File: src/rtl/abg_pkg.sv
package abg_pkg;
    localparam int CFG_W    = 32;
    localparam int DIV_W    = 8;
    localparam int SEL_W    = 2;
    localparam int N_SRC    = 1 << SEL_W;
    localparam int DIV_LSB  = 0;
    localparam int DIR_BIT  = 24;
    localparam int POL_BIT  = 25;
    localparam int SEL_LSB  = 26;
    localparam int BCI_BIT  = 28;
    localparam int SWAP_BIT = 29;
    localparam int RSV_LSB  = 8;
    localparam int RSV_MSB  = 23;

    typedef enum logic [1:0] {
        ST_IDLE  = 2'd0,
        ST_LOW   = 2'd1,
        ST_HIGH  = 2'd2,
        ST_SLAVE = 2'd3
    } abg_state_e;

    typedef struct packed {
        logic             swap;
        logic             bci;
        logic [SEL_W-1:0] sel;
        logic             pol;
        logic             dir;
        logic [DIV_W-1:0] div;
    } abg_cfg_t;
endpackage

File: src/rtl/abg_cfg_unpack.sv
module abg_cfg_unpack
    import abg_pkg::*;
(
    input  logic [CFG_W-1:0] word,
    output abg_cfg_t         cfg
);
    // Reserved and spare bits are decoded into nothing.
    logic unused_bits;
    assign unused_bits = ^{word[RSV_MSB:RSV_LSB], word[CFG_W-1:SWAP_BIT+1]};

    always_comb begin
        cfg.div  = word[DIV_LSB +: DIV_W];
        cfg.dir  = word[DIR_BIT];
        cfg.pol  = word[POL_BIT];
        cfg.sel  = word[SEL_LSB +: SEL_W];
        cfg.bci  = word[BCI_BIT];
        cfg.swap = word[SWAP_BIT];
    end
endmodule

File: src/rtl/abg_divider.sv
module abg_divider #(
    parameter int NSRC = 4,
    parameter int SELW = 2,
    parameter int DIVW = 8
) (
    input  logic            clk,
    input  logic            rst_n,
    input  logic            clr,
    input  logic [NSRC-1:0] tick_vec,
    input  logic [SELW-1:0] sel,
    input  logic [DIVW-1:0] limit,
    output logic            term
);
    logic [NSRC-1:0] pick;
    logic            tick;
    logic [DIVW-1:0] cnt;

    // One-hot AND-OR source selector, one leg per source.
    for (genvar g = 0; g < NSRC; g++) begin : g_pick
        assign pick[g] = tick_vec[g] && (sel == SELW'(g));
    end
    assign tick = |pick;
    assign term = tick && (cnt == limit);

    always_ff @(posedge clk or negedge rst_n) begin
        if (!rst_n) begin
            cnt <= '0;
        end else if (clr) begin
            cnt <= '0;
        end else if (tick) begin
            cnt <= term ? '0 : cnt + 1'b1;
        end
    end
endmodule

File: src/rtl/abg_edge_sense.sv
module abg_edge_sense (
    input  logic clk,
    input  logic rst_n,
    input  logic level,
    input  logic mask,
    output logic rise,
    output logic fall
);
    logic prev;

    always_ff @(posedge clk or negedge rst_n) begin
        if (!rst_n) begin
            prev <= 1'b0;
        end else begin
            prev <= level;
        end
    end

    assign rise = !mask && level && !prev;
    assign fall = !mask && !level && prev;
endmodule

File: src/rtl/audio_bclk_gen.sv
module audio_bclk_gen
    import abg_pkg::*;
(
    input  logic             clk,
    input  logic             rst_n,
    input  logic             enable,
    input  logic [CFG_W-1:0] cfg_word,
    input  logic [N_SRC-1:0] mclk_tick,
    input  logic             ext_bclk_a,
    input  logic             ext_bclk_b,
    output logic             bclk_out,
    output logic             drive_stb,
    output logic             sample_stb
);
    abg_state_e state, nxt;
    abg_cfg_t   cfg_dec, cfg_l, cfg_eff;
    logic       term, load, div_clr;
    logic       ext_now, ext_eff, ed_level, ed_mask;
    logic       e_rise, e_fall, ed_drive, ed_sample;
    logic       nat_drive, nat_sample, use_ed, slv_bound, in_master;
    logic [1:0] srcid, srcid_q;

    abg_cfg_unpack u_unpack (
        .word (cfg_word),
        .cfg  (cfg_dec)
    );

    assign in_master = (state == ST_LOW) || (state == ST_HIGH);
    assign div_clr   = !in_master;

    abg_divider #(.NSRC(N_SRC), .SELW(SEL_W), .DIVW(DIV_W)) u_div (
        .clk      (clk),
        .rst_n    (rst_n),
        .clr      (div_clr),
        .tick_vec (mclk_tick),
        .sel      (cfg_l.sel),
        .limit    (cfg_l.div),
        .term     (term)
    );

    // Edge sensing for the external clock, or for the pin clock when it is
    // treated as an input; masked for one cycle whenever its source moves.
    assign ext_now  = cfg_l.swap ? ext_bclk_b : ext_bclk_a;
    assign ed_level = (state == ST_SLAVE) ? ext_now : bclk_out;
    assign srcid    = {state == ST_SLAVE, (state == ST_SLAVE) && cfg_l.swap};
    assign ed_mask  = (state == ST_IDLE) || (srcid != srcid_q);

    abg_edge_sense u_edge (
        .clk   (clk),
        .rst_n (rst_n),
        .level (ed_level),
        .mask  (ed_mask),
        .rise  (e_rise),
        .fall  (e_fall)
    );

    assign ed_drive   = cfg_l.pol ? e_fall : e_rise;
    assign ed_sample  = cfg_l.pol ? e_rise : e_fall;
    assign nat_drive  = (state == ST_LOW)  && term;
    assign nat_sample = (state == ST_HIGH) && term;
    assign slv_bound  = (state == ST_SLAVE) && ed_sample;
    assign use_ed     = (state == ST_SLAVE) || (in_master && cfg_l.bci);

    // Next-state logic.
    always_comb begin
        nxt  = state;
        load = 1'b0;
        unique case (state)
            ST_IDLE: begin
                if (enable) begin
                    load = 1'b1;
                    nxt  = cfg_dec.dir ? ST_LOW : ST_SLAVE;
                end
            end
            ST_LOW: begin
                if (!enable)   nxt = ST_IDLE;
                else if (term) nxt = ST_HIGH;
            end
            ST_HIGH: begin
                if (!enable) begin
                    nxt = ST_IDLE;
                end else if (term) begin
                    load = 1'b1;
                    nxt  = cfg_dec.dir ? ST_LOW : ST_SLAVE;
                end
            end
            ST_SLAVE: begin
                if (!enable) begin
                    nxt = ST_IDLE;
                end else if (slv_bound) begin
                    load = 1'b1;
                    nxt  = cfg_dec.dir ? ST_LOW : ST_SLAVE;
                end
            end
            default: nxt = ST_IDLE;
        endcase
    end

    assign cfg_eff = load ? cfg_dec : cfg_l;
    assign ext_eff = cfg_eff.swap ? ext_bclk_b : ext_bclk_a;

    // State register.
    always_ff @(posedge clk or negedge rst_n) begin
        if (!rst_n) begin
            state   <= ST_IDLE;
            srcid_q <= 2'b00;
        end else begin
            state   <= nxt;
            srcid_q <= srcid;
        end
    end

    // Configuration is held between period boundaries.
    always_ff @(posedge clk or negedge rst_n) begin
        if (!rst_n) begin
            cfg_l <= '0;
        end else if (load) begin
            cfg_l <= cfg_dec;
        end
    end

    // Registered outputs.
    always_ff @(posedge clk or negedge rst_n) begin
        if (!rst_n) begin
            bclk_out   <= 1'b0;
            drive_stb  <= 1'b0;
            sample_stb <= 1'b0;
        end else begin
            unique case (nxt)
                ST_IDLE: begin
                    bclk_out   <= cfg_dec.pol;
                    drive_stb  <= 1'b0;
                    sample_stb <= 1'b0;
                end
                ST_LOW, ST_HIGH: begin
                    bclk_out   <= (nxt == ST_HIGH) ^ cfg_eff.pol;
                    drive_stb  <= use_ed ? ed_drive  : nat_drive;
                    sample_stb <= use_ed ? ed_sample : nat_sample;
                end
                ST_SLAVE: begin
                    bclk_out   <= ext_eff;
                    drive_stb  <= use_ed ? ed_drive  : nat_drive;
                    sample_stb <= use_ed ? ed_sample : nat_sample;
                end
                default: begin
                    bclk_out   <= cfg_dec.pol;
                    drive_stb  <= 1'b0;
                    sample_stb <= 1'b0;
                end
            endcase
        end
    end
endmodule

File: config.mk
export PLATFORM = sky130hd
export DESIGN_NAME = audio_bclk_gen
export DESIGN_NICKNAME = d
export VERILOG_FILES = /design/src/rtl/abg_pkg.sv /design/src/rtl/abg_cfg_unpack.sv /design/src/rtl/abg_divider.sv /design/src/rtl/abg_edge_sense.sv /design/src/rtl/audio_bclk_gen.sv
export SDC_FILE = /design/constraint.sdc
export NUM_CORES = 1
export LEC_CHECK = 0
export ABC_AREA = 1
export BUFFER_PORTS_ARGS = -buffer_cell sky130_fd_sc_hd__buf_4
export CORE_MARGIN = 1.5
export CORE_UTILIZATION = 54
export DETAILED_ROUTE_END_ITERATION = 10
export GPL_ROUTABILITY_DRIVEN = 0
export PLACE_DENSITY = 0.79
export SYNTH_ARGS = -nofsm -noshare
export SYNTH_HDL_FRONTEND = slang
export SYNTH_HIERARCHICAL = 1
export SYNTH_SLANG_ARGS = --single-unit
File: constraint.sdc
create_clock -name clk -period 3.3 [get_ports clk]
set_clock_uncertainty 0.05 [all_clocks]
set_input_delay 0.165 -clock clk [delete_from_list [all_inputs] [get_ports clk]]
set_output_delay 0.165 -clock clk [all_outputs]
set_load 0.03 [all_outputs]
==> key figures <==
Placement
  • DP Wirelength: 2.571 mm
  • Port-buffer cells: 25
  • Placed insts: 305

Drt
  • WL final: 3.384 mm
  • Routed vias: 1548
  • Iteration-0 DRC Markers: 56
  • WL/cell: 10.81 µm
  • Drt first pass iters: 4
  • Remaining DRCs: 0
  • Vias/cell: 4.946
  • Antenna Violating Nets Remaining: 0

Synthesis
  • Count leader, synth: nand2_1
  • Post-synthesis mux area share: 7.998%
  • Mapped Area: 0.002018 mm²
  • Yosys warning total: 6
  • Yosys top cell by area: dfrtp_1
  • Compound-Gate Fraction of Synth Area: 5.084%
  • Post-Synth XOR/XNOR Area: 3.472%
  • Syn nets: 299
  • Synth cell types: 30
  • Post-synth EDFFs: 0
  • Seq/Total Area, Yosys: 35.96%
  • Commonest cells in the netlist: 60 x nand2_1, 36 x inv_1, 29 x dfrtp_1, 17 x nor2_1, 16 x nand3_1
  • Average cell area after synthesis: 8.138 µm²
  • Ys flop type: dfrtp_1
  • Post-Synth Simple-Gate Area: 27.46%
  • Largest family of logic cells by synthesized area: simple AND/OR/NAND/NOR gates
  • Yosys top cell area share: 35.96%
  • FF+latch count, synth: 29
  • Post-synth ARST share: 100.0%
  • Post-Synth Adder-Cell Area: 6.200%
  • Top cells by area, synth: dfrtp_1 36%, nand2_1 11%, mux2_4 7.4%, inv_1 6.7%, ha_1 6.2%
  • Synthesized instance count: 248

Setup path
  • CP required: 3.42 ns
  • Setup crit end kind: register
  • WP data arrival: 3.02 ns
  • Crit Path Class: reg -> reg
  • Critical Path Fanout Max: 8
  • Startpoint Class: register

Pwr
  • Power density over the cells: 793.4 mW/mm²
  • Pwr Total: 1.768 mW
  • Peak supply drop: 525.9 µV
  • Leakage Power: 1.214 nW

STA
  • Achievable Freq: 345.6 MHz
  • Relative slew slack: 68.62%
  • Fin Hold WS: 0.05353 ns
  • Final Hold Fails: 0
  • Slew Viols, Final: 0
  • RSZ-0062 raised after global routing: false
  • Crit share post-route: 87.67%
  • Fin crit period: 2.893 ns
  • Setup Total Neg Slack: 0 ns
  • Endpoints failing setup: 0
  • Worst slew pin tran: 0.4657 ns

Final layout
  • Cell Count, Final, Fillers Out: 313
  • Final core occ: 61.33%
  • Layout area overhead: 10.42%
  • N_diodes: 0
  • Layout Nets: 316
  • Share of layout cells above drive strength 1: 21.89%

Global routing
  • Overflow after GRT: 0
  • Initial antenna violation count: 0
  • Number of global-route vias before repair: 1435
  • First-pass GRT wire length: 5.947 mm
  • Tot GR Track Use: 18.67%
  • Largest net degree at the start of global routing: 30

Floorplan
  • Die Width: 64.14 µm
  • Starting Density: 55.54%
  • Die area: 0.004113 mm²
  • Row Count: 22
  • Core area: 0.003633 mm²
  • Die H: 64.14 µm
  • I/O pins: 44

Clock network
  • Root cell of the clock tree: clkbuf_8
  • H-tree Lvls: 2
  • Clock sink count: 29
  • CTS tree: done
  • Clk buf depth: 2
  • Worst skew pair latency: 0.28 ns
  • # Post-CTS Setup Buffers: 0
  • Num CTS Buffers: 5
  • Clock slew at reported path FFs: 0.06 ns

Min path
  • HP Class: in -> reg

Outcome
  • Status: complete, no violations

Run
  • Max cap viols: 0
-- layout make-up --
cell class	count	area, µm²
clock buffers	7	86.33
fillers	321	1405
inverters	38	142.6
multi-input cells	165	1016
flip-flops and latches	29	725.7
well taps	48	60.06
repair buffers	26	197.7
-- kinds of logic (layout without fill, tap and decap cells) --
group                      count (synthesis)  after routing
adders and majority gates                 10             10
and+or+nand+nor                          118            118
muxes                                     11             11
DFF                                       29             29
AOI/OAI and AO/OA                         18             18
xor gates and xnor gates                   8              8
buffers and inverters                     54             71
-- repair_timing --
item / 4_1_cts / 5_1_grt
resized for setup: 0 / 1
hold buffers: 1 / 0
endpoints found under the hold margin: 29 / 0
endpoints found under the setup margin: 0 / 2
-- metal layers --
layer / track usage (%) / vias up / wire length (µm) / part of all wire [%]
li1: - / 807 / - / -
met1: 22.79 / 709 / 1502 / 44
met2: 32.29 / 25 / 1714 / 51
met3: 2.113 / 7 / 101 / 3.0
met4: 9.840 / 0 / 66 / 2.0
met5: 0 / - / 0 / 0
-- path summary, 6_finish.rpt --
check	slack (ns)	startpoint	depth (start not counted)	to
setup / recovery	0.41	state[1]$_DFF_PN0_	22	bclk_out$_DFF_PN0_
hold reg to reg	0.48	cfg_l[0]$_DFFE_PN0P_	1	cfg_l[0]$_DFFE_PN0P_
hold / removal	0.05	cfg_word[25]	3	bclk_out$_DFF_PN0_
max in group asynchronous	2.62	rst_n	2	srcid_q[1]$_DFF_PN0_
setup reg to reg	0.41	state[1]$_DFF_PN0_	22	bclk_out$_DFF_PN0_
min in group asynchronous	0.30	rst_n	2	cfg_l[2]$_DFFE_PN0P_
-- flip-flops by register name, indices dropped and copies added (netlist names) --
| name | cells |
|---|---|
| srcid_q | 2 |
| drive_stb | 1 |
| cfg_l | 13 |
| u_edge/prev | 1 |
| bclk_out | 1 |
| u_div/cnt | 8 |
| state | 2 |
| sample_stb | 1 |
-- critical path, cell delays in order, from the launching register on --
cell and delay (ns):
dfrtp_1 0.45, ha_2 0.30, inv_1 0.12, a21oi_1 0.14, o211ai_1 0.10, inv_1 0.08, nand2_1 0.05, nor2_1 0.13
inv_1 0.07, nand2_2 0.05, and2_1 0.16, a21oi_1 0.07, o21ai_0 0.07, o21ai_0 0.12, nand3_1 0.07, o21ai_0 0.19
ha_1 0.26, inv_1 0.05, nand3_1 0.06, nand3_1 0.07, nand2_1 0.05, nand2_1 0.05, nand2_1 0.04
-- cells in the final DEF, fill, tap and decap left out, drive strengths merged --
cell	count
a21oi	6
xnor2	5
ha	10
nand3	18
o21ai	7
a211oi	3
or2	1
nand4	6
inv	37
nor3	1
xor2	3
dlygate4sd3	1
nand2	67
mux2	11
clkbuf	7
nand3b	2
clkinv	1
dfrtp	29
o211ai	1
nor2	22
buf	25
o31ai	1
and2	1
-- through the flow --
step | area (µm²) | setup slack (ns)
floorplan | 2018 | 0.7617
global placement | 2130 | 0.4436
detailed placement | 2130 | 0.3039
CTS | 2226 | 0.2952
global route | 2228 | 0.03016
finish | 2228 | 0.4068
-- report_power, final --
| group | switching (mW) | internal [mW] | leakage [nW] |
|---|---|---|---|
| logic | 0.500 | 0.390 | 0.800 |
| registers | 0.106 | 0.482 | 0.370 |
| clock network | 0.125 | 0.165 | 0.0443 |
| total | 0.731 | 1.04 | 1.21 |
(Power assumes the default switching activity.)
